## config.mk

```make
export PLATFORM = sky130hd
export DESIGN_NAME = init_stream_gen
export DESIGN_NICKNAME = d
export VERILOG_FILES = /design/src/rtl/init_stream_gen.sv
export SDC_FILE = /design/constraint.sdc
export NUM_CORES = 1
export LEC_CHECK = 0
export BUFFER_PORTS_ARGS = -buffer_cell sky130_fd_sc_hd__buf_2
export CORE_AREA = 2 2 50 52
export DETAILED_ROUTE_END_ITERATION = 6
export DIE_AREA = 0 0 52 54
export PLACE_DENSITY = 0.77
export SYNTH_ARGS = -nofsm -noshare
export SYNTH_HDL_FRONTEND = slang
export SYNTH_SLANG_ARGS = --single-unit
export TNS_END_PERCENT = 1
```

## constraint.sdc

```tcl
create_clock -name clk -period 1.7 [get_ports clk]
set_input_delay 0.255 -clock clk [delete_from_list [all_inputs] [get_ports clk]]
set_output_delay 0.255 -clock clk [all_outputs]
set_load 0.005 [all_outputs]
```

## src/rtl/init_stream_gen.sv

```systemverilog
module init_stream_gen #(
  parameter int PERIODS = 80,
  parameter int DW      = 32
) (
  input  logic          clk,
  input  logic          rst_n,
  input  logic          init_mode,
  input  logic          cmd_wr,
  input  logic [DW-1:0] cmd_wdata,
  input  logic          card_clk_en,
  input  logic          norm_clk_en,
  input  logic          norm_cmd_line,
  output logic          card_clk_out,
  output logic          cmd_line,
  output logic          cc_pulse,
  output logic          busy,
  output logic          norm_cmd_wr,
  output logic [DW-1:0] norm_cmd_data
);
  localparam int CW = $clog2(PERIODS + 1);

  logic [CW-1:0] cnt;
  logic          run;
  logic          done;

  wire start = cmd_wr && init_mode && (cmd_wdata == '0) && !run;
  wire tick  = run && card_clk_en;
  wire last  = tick && (cnt == CW'(PERIODS - 1));

  always_ff @(posedge clk) begin
    if (!rst_n) begin
      run  <= 1'b0;
      cnt  <= '0;
      done <= 1'b0;
    end else begin
      done <= last;
      if (start) begin
        run <= 1'b1;
        cnt <= '0;
      end else if (last) begin
        run <= 1'b0;
      end else if (tick) begin
        cnt <= cnt + CW'(1);
      end
    end
  end

  assign busy          = run;
  assign cc_pulse      = done;
  assign card_clk_out  = run ? card_clk_en : norm_clk_en;
  assign cmd_line      = run | norm_cmd_line & ~run;
  assign norm_cmd_wr   = cmd_wr & ~init_mode;
  assign norm_cmd_data = cmd_wdata;

  AST_START_LOADS: assert property (@(posedge clk) disable iff (!rst_n)
    start |=> run && cnt == '0);
  AST_CNT_RANGE: assert property (@(posedge clk) disable iff (!rst_n)
    run |-> cnt < CW'(PERIODS));
  AST_LINE_HIGH: assert property (@(posedge clk) disable iff (!rst_n)
    run |-> cmd_line);
  AST_DONE_SINGLE: assert property (@(posedge clk) disable iff (!rst_n)
    cc_pulse |=> !cc_pulse);
  AST_DONE_ENDS_RUN: assert property (@(posedge clk) disable iff (!rst_n)
    cc_pulse |-> !run);
  AST_PAUSE_HOLDS: assert property (@(posedge clk) disable iff (!rst_n)
    run && !card_clk_en |=> run && $stable(cnt));
  AST_NO_FWD_INIT: assert property (@(posedge clk) disable iff (!rst_n)
    init_mode |-> !norm_cmd_wr);
  AST_IGNORE_WR: assert property (@(posedge clk) disable iff (!rst_n)
    run && cmd_wr && card_clk_en && cnt != CW'(PERIODS - 1) |=> cnt == $past(cnt) + CW'(1));
endmodule

```

==> results.py, run 1 <==
metrics = {
    "synthesis": {
        "synthArstFlopShare_pct": 0,
        "sequential_to_total_area_share_from_yosys_stat_pct": 23.9,
        "synth_cell_types": 29,
        "ys_top_cells_by_area": "sky130_fd_sc_hd__buf_4 32%, sky130_fd_sc_hd__dfxtp_1 24%, sky130_fd_sc_hd__nor4_1 5.8%, sky130_fd_sc_hd__nor2_1 3.5%, sky130_fd_sc_hd__o31ai_4 2.8%",
        "syn_avg_cell_area_um2": 8.11,
        "post_synth_instance_area_um2": 754,
        "synth-warning-count": 0,
        "dominantRegCellSynth": "sky130_fd_sc_hd__dfxtp_1",
        "synth_top_area_cell": "sky130_fd_sc_hd__buf_4",
        "post_synth_inst_count": 93,
        "synth.top_cell.area_share_pct": 31.8,
        "synth.ff_latch_count": 9,
        "synth-edff-count": 0,
        "postSynthNetCount": 133,
    },
    "detailed_routing": {
        "wire_per_inst_um": 10.5,
        "detail-route-antenna-nets": 0,
        "total_via_count_in_the_routed_design": 784,
        "wl_mm": 1.78,
        "detail_route.drc_violations": 0,
        "drt-vias-per-instance": 4.61,
        "drt_pre_antenna_iters": 6,
        "initialDrtViolationCount": 11,
    },
    "pwr": {
        "cellLeakagePower_nw": 0.485,
        "design_power_total_mw": 0.489,
        "ir_worst_vdd_mv": 0.239,
        "power_density_nw_per_um2": 511,
    },
    "worst_setup_path": {
        "cp_required_ps": 1840,
        "rrSetupSlack_ps": 250,
        "crit-reg2reg-launch": "cnt[0]$_SDFFE_PP0P_",
        "crit_path_max_fanout": 3,
        "worst_r2r_path_depth": 5,
        "cpMaxStageDelayCell": "sky130_fd_sc_hd__dfxtp_1",
        "crit_path_cell_trace": "ha_1 -> and4bb_2 -> a21oi_1 -> mux2i_1 -> nor2_1",
        "end_kind": "flop",
        "critical_path.reg2reg.endpoint": "cnt[1]$_SDFFE_PP0P_",
        "worst_path_largest_cell_delay_ps": 330,
        "critPathLaunchType": "flop",
        "critPathKind": "reg -> reg",
        "cp_data_arrival_time_ps": 1590,
        "cpLargestDelayFamily": "flip-flops",
        "timing.critical_path.buf_inv": 0,
    },
    "sta": {
        "final_setup_viols": 0,
        "clock_skew_ps": 0.825,
        "rsz0062_at_grt": "no",
        "fin_setup_tns_ps": 0,
        "post-route-period-util_pct": 85.3,
        "timing.slew.headroom_pct": 76.1,
        "final_max_slew_viols": 0,
        "worst_slack_ps": 250,
        "achievable-frequency_ghz": 0.690,
        "tightestPinTransition_ps": 358,
        "final_hold_viol_count": 0,
        "final_period_minus_worst_setup_slack_ps": 1450,
    },
    "cts": {
        "post_cts_hold_buffer_count": 0,
        "cts-buffers-inserted": 3,
        "cts.root.buffer_cell": "sky130_fd_sc_hd__clkbuf_4",
        "postCtsSetupBuffers": 0,
        "tritoncts_clock_tree": "done",
        "htree_num_levels": 1,
        "cts.repair.resized": 0,
        "cts.reportedPaths.clkPinSlew_ps": 60,
        "clock_sink_count": 9,
        "buffer_levels_on_the_longest_clock_path": 2,
        "clock_latency_ps": 260,
    },
    "placed_design": {
        "place.port_buffers": 75,
        "detailed_place_hpwl_mm": 1.57,
        "gp_routability_congestion": 0.808,
        "detailedPlace.worstSlack_ps": 193,
    },
    "final_layout": {
        "post_route_core_utilization_pct": 41.3,
        "layout_common_cells": "75 x sky130_fd_sc_hd__buf_2, 9 x sky130_fd_sc_hd__dfxtp_1, 7 x sky130_fd_sc_hd__nor4_1, 7 x sky130_fd_sc_hd__nor2_1",
        "drive_gt1_share_pct": 60.0,
        "layout_area_overhead_pct": 26.9,
        "nFillCells": 235,
        "finish.net_count": 181,
        "antenna_cells_inserted": 0,
        "layout.cells.most_common": "sky130_fd_sc_hd__buf_2",
    },
    "status": {
        "outcome": "finished clean",
    },
    "die": {
        "dieHeight_um": 54,
        "die_width_um": 52,
        "placement_rows": 18,
        "dieArea_um2": 2810,
        "floorplan.initialDensity_pct": 32.5,
        "placeableCoreArea_um2": 2320,
        "io_pins": 76,
    },
    "worst_hold_path": {
        "endpoint_of_the_worst_hold_timing_path": "cc_pulse$_SDFF_PN0_",
        "hold_path_cells": 3,
        "worst_hold_startpoint": "rst_n",
        "hold_class": "in -> reg",
    },
    "global_routing": {
        "grt_antenna_before_repair": 0,
        "grt_remaining_overflow": 0,
        "wire_length_of_the_first_global_routing_pass_mm": 2.55,
        "grt_start_max_net_pins": 9,
        "grt_pass1_vias": 673,
        "groute.usage.overall_pct": 12.3,
    },
    "flow_run": {
        "cap_violations": 0,
    },
}
==> logic make-up (layout without fill, tap and decap cells) <==
| kind of cell | after synthesis | after routing | share of synthesized area (%) |
|---|---|---|---|
| DFF | 9 | 9 | 23.9 |
| buffers and inverters | 36 | 83 | 33.8 |
| muxes | 1 | 1 | 1.33 |
| and+or+nand+nor | 34 | 34 | 26.2 |
| xor gates and xnor gates | 3 | 3 | 3.48 |
| adders and majority gates | 1 | 1 | 1.66 |
| AOI/OAI and AO/OA | 9 | 9 | 9.62 |
==> routing by layer <==
layer	GRT usage, %	part of all wire [%]
met4	8.33	1.9
met2	22.8	52
met1	11.6	35
met5	0	0
met3	3.89	11
==> registers in the layout (all words and copies together), names as in the netlist <==
name,count
busy,1
cc_pulse,1
cnt,7
==> worst min-delay path: stages <==
cell and delay [ps]:
sky130_fd_sc_hd__buf_2 140, sky130_fd_sc_hd__inv_1 60, sky130_fd_sc_hd__nor3_1 40
==> cell type report <==
cell class | count | area [µm²] | share of cell area, %
timing repair buffer | 76 | 383 | 40.0
multi-input combinational | 48 | 319 | 33.3
sequential | 9 | 180 | 18.8
tap | 30 | 37.5 | 3.92
clock buffer | 4 | 26.3 | 2.75
inverter | 3 | 11.3 | 1.18
==> power by group <==
group / internal [mW] / total, mW / switching [mW]
sequential: 0.211 / 0.211 / 0.00000000000326
clock: 0.0905 / 0.165 / 0.0747
combinational: 0.0652 / 0.113 / 0.0482
==> cell usage after synthesis, types with 2 or more instances <==
cell type	number
sky130_fd_sc_hd__inv_1	3
sky130_fd_sc_hd__nor4_1	7
sky130_fd_sc_hd__nor3_1	3
sky130_fd_sc_hd__dfxtp_1	9
sky130_fd_sc_hd__nand4_1	2
sky130_fd_sc_hd__nand2_1	3
sky130_fd_sc_hd__xor2_1	2
sky130_fd_sc_hd__nor2_1	7
sky130_fd_sc_hd__a21oi_1	3
sky130_fd_sc_hd__buf_4	32
sky130_fd_sc_hd__nand3_1	3
sky130_fd_sc_hd__and2_1	2
==> how the worst max path moves through the flow <==
stage | cells past startpoint | slack [ps] | to | start
CTS | 4 | 230 | cnt[2]$_SDFFE_PP0P_ | busy$_SDFFE_PN0P_
finish | 5 | 250 | cnt[1]$_SDFFE_PP0P_ | cnt[0]$_SDFFE_PP0P_
detailed placement | 5 | 190 | cnt[6]$_SDFFE_PP0P_ | cmd_wdata[3]
floorplan | 4 | 350 | cnt[0]$_SDFFE_PP0P_ | busy$_SDFFE_PN0P_
global placement | 5 | 240 | cnt[6]$_SDFFE_PP0P_ | cmd_wdata[3]
global route | 4 | 100 | cnt[2]$_SDFFE_PP0P_ | busy$_SDFFE_PN0P_
==> per-stage QoR <==
step	cells	hold WS, ps	instance area (µm²)
finish	170	272	957
global route	170	268	957
CTS	170	263	957
detailed placement	166	477	931
global placement	166	468	931
floorplan	93	373	754
Power figures use the tool's default switching activity.
==> run 2: changes to the inputs <==
--- a/config.mk
+++ b/config.mk
@@ -5,11 +5,12 @@
 export SDC_FILE = /design/constraint.sdc
 export NUM_CORES = 1
 export LEC_CHECK = 0
-export BUFFER_PORTS_ARGS = -buffer_cell sky130_fd_sc_hd__buf_2
+export BUFFER_PORTS_ARGS = -buffer_cell sky130_fd_sc_hd__buf_4
 export CORE_AREA = 2 2 50 52
 export DETAILED_ROUTE_END_ITERATION = 6
 export DIE_AREA = 0 0 52 54
 export PLACE_DENSITY = 0.77
+export SETUP_SLACK_MARGIN = 0.2
 export SYNTH_ARGS = -nofsm -noshare
 export SYNTH_HDL_FRONTEND = slang
 export SYNTH_SLANG_ARGS = --single-unit
==> run 2 against run 1 <==
Hold slack worse by 43 ps. Sequential power about the same. Clock power up 3%. Flip-flop and latch count unchanged. Global-route usage up 1.4 points. Sequential share of layout area down 3.4 points. Register-to-register slack better by 60 ps. Worst setup slack better by 28 ps.
==> results.py, run 2 (synthesis results as in run 1) <==
metrics = {
    "status": {
        "outcome": "finished clean",
    },
    "final_layout": {
        "layout.cells.most_common": "sky130_fd_sc_hd__buf_4",
        "antenna_cells_inserted": 0,
        "largest_register_ffs": 7,
        "layout_common_cells": "76 x sky130_fd_sc_hd__buf_4, 9 x sky130_fd_sc_hd__dfxtp_1, 7 x sky130_fd_sc_hd__nor2_1",
        "drive_gt1_share_pct": 63.6,
        "layout_area_overhead_pct": 54.6,
        "finish.net_count": 181,
        "largest_register": "cnt",
    },
    "sta": {
        "rsz0062_at_grt": "no",
        "post-route-period-util_pct": 83.6,
        "final_max_slew_viols": 0,
        "fin_setup_tns_ps": 0,
        "final_hold_viol_count": 0,
        "tightestPinTransition_ps": 367,
        "timing.slew.headroom_pct": 75.5,
        "final_setup_viols": 0,
        "worst_slack_ps": 278,
        "achievable-frequency_ghz": 0.703,
        "clock_skew_ps": 7.75,
        "final_period_minus_worst_setup_slack_ps": 1420,
    },
    "worst_setup_path": {
        "cp.depth": 3,
        "cpLargestDelayFamily": "flip-flops",
        "critical_path.most_common_cell": "sky130_fd_sc_hd__buf_4",
        "crit_path_cell_trace": "buf_4 -> or2_2 -> buf_4",
        "cpMaxStageDelayCell": "sky130_fd_sc_hd__dfxtp_1",
        "critPathKind": "reg -> out",
        "worst_path_largest_cell_delay_ps": 320,
        "setup.worst_path.start": "busy$_SDFFE_PN0P_",
        "worst_r2r_path_depth": 5,
        "timing.critical_path.buf_inv": 2,
        "rrSetupSlack_ps": 310,
        "crit-reg2reg-launch": "cnt[0]$_SDFFE_PP0P_",
        "crit_path_max_fanout": 8,
        "cp_required_ps": 1440,
        "critPathLaunchType": "flop",
        "end_kind": "output pin",
        "cp_data_arrival_time_ps": 1170,
        "critical_path.endpoint": "cmd_line",
        "critical_path.reg2reg.endpoint": "cnt[3]$_SDFFE_PP0P_",
    },
    "detailed_routing": {
        "wl_mm": 1.94,
        "total_via_count_in_the_routed_design": 799,
        "drt_pre_antenna_iters": 4,
        "detail_route.drc_violations": 0,
        "drt-vias-per-instance": 4.70,
        "detail-route-antenna-nets": 0,
        "wire_per_inst_um": 11.4,
        "initialDrtViolationCount": 5,
    },
    "pwr": {
        "design_power_total_mw": 0.545,
        "power_density_nw_per_um2": 468,
        "cellLeakagePower_nw": 0.546,
        "ir_worst_vdd_mv": 0.234,
    },
    "cts": {
        "post_cts_hold_buffer_count": 0,
        "clock_sink_count": 9,
        "htree_num_levels": 1,
        "tritoncts_clock_tree": "done",
        "buffer_levels_on_the_longest_clock_path": 2,
        "cts.reportedPaths.clkPinSlew_ps": 60,
        "cts-buffers-inserted": 3,
        "postCtsSetupBuffers": 0,
        "cts.root.buffer_cell": "sky130_fd_sc_hd__clkbuf_4",
        "cts.repair.resized": 0,
        "clock_latency_ps": 270,
    },
    "worst_hold_path": {
        "hold_class": "in -> reg",
    },
    "die": {
        "io_pins": 76,
        "placement_rows": 18,
        "floorplan.initialDensity_pct": 32.5,
        "dieArea_um2": 2810,
        "dieHeight_um": 54,
        "placeableCoreArea_um2": 2320,
        "die_width_um": 52,
    },
    "global_routing": {
        "groute.usage.overall_pct": 13.7,
        "grt_pass1_vias": 698,
        "grt_antenna_before_repair": 0,
        "grt_remaining_overflow": 0,
        "wire_length_of_the_first_global_routing_pass_mm": 2.78,
        "grt_start_max_net_pins": 9,
    },
    "placed_design": {
        "detailedPlace.worstSlack_ps": 148,
        "place.port_buffers": 75,
        "gp_routability_congestion": 0.862,
    },
    "flow_run": {
        "cap_violations": 0,
    },
}
run 2: cell counts in the layout (fill, tap and decap cells not counted):
Identical to the previous run, type by type.
run 2: layout make-up:
class | instances | area [µm²]
multi-input cells | 48 | 340
flip-flops and latches | 9 | 180
inverters | 3 | 11.3
clock buffers | 4 | 26.3
well taps | 30 | 37.5
fillers | 208 | 1150
repair buffers | 76 | 571
run 2: worst min path at each step:
| stage | start | end | slack (ps) | cells past startpoint |
|---|---|---|---|---|
| after global placement | cnt[2]$_SDFFE_PP0P_ | cnt[2]$_SDFFE_PP0P_ | 470 | 1 |
| after CTS | rst_n | busy$_SDFFE_PN0P_ | 230 | 2 |
| final | rst_n | busy$_SDFFE_PN0P_ | 230 | 2 |
| after detailed placement | cnt[2]$_SDFFE_PP0P_ | cnt[2]$_SDFFE_PP0P_ | 480 | 1 |
| after floorplan | rst_n | busy$_SDFFE_PN0P_ | 370 | 1 |
| after global routing | rst_n | busy$_SDFFE_PN0P_ | 240 | 2 |
run 2: power breakdown:
group             switching, mW  internal [mW]
Combinational            0.0523          0.112
Sequential     0.00000000000401          0.211
Clock                    0.0794         0.0908
Total                     0.132          0.414
run 2: stage by stage:
step                utilization [%]  instance area, µm²  cells  hold WS, ps
global placement               48.2                1120    166          470
detailed placement             48.2                1120    166          483
CTS                            49.4                1140    170          232
finish                         50.3                1170    170          229
global route                   50.3                1170    170          244
floorplan                         -                 754     93          373
run 2: worst reg2reg max path: stages, from the launching register on:
cell                       delay (ps)
sky130_fd_sc_hd__dfxtp_1          360
sky130_fd_sc_hd__ha_2             210
sky130_fd_sc_hd__and4bb_2         270
sky130_fd_sc_hd__and2_4           160
sky130_fd_sc_hd__inv_1             60
sky130_fd_sc_hd__a311oi_2         230
run 2: routing by layer:
layer | global-route usage (%) | routed length [µm] | share of wire, % | up-vias
met5 | 0 | 0 | 0 | -
met2 | 26.6 | 1040 | 54 | 43
met1 | 12.8 | 692 | 36 | 359
met3 | 3.06 | 164 | 8.5 | 4
met4 | 9.21 | 38 | 2.0 | 0
li1 | - | - | - | 393
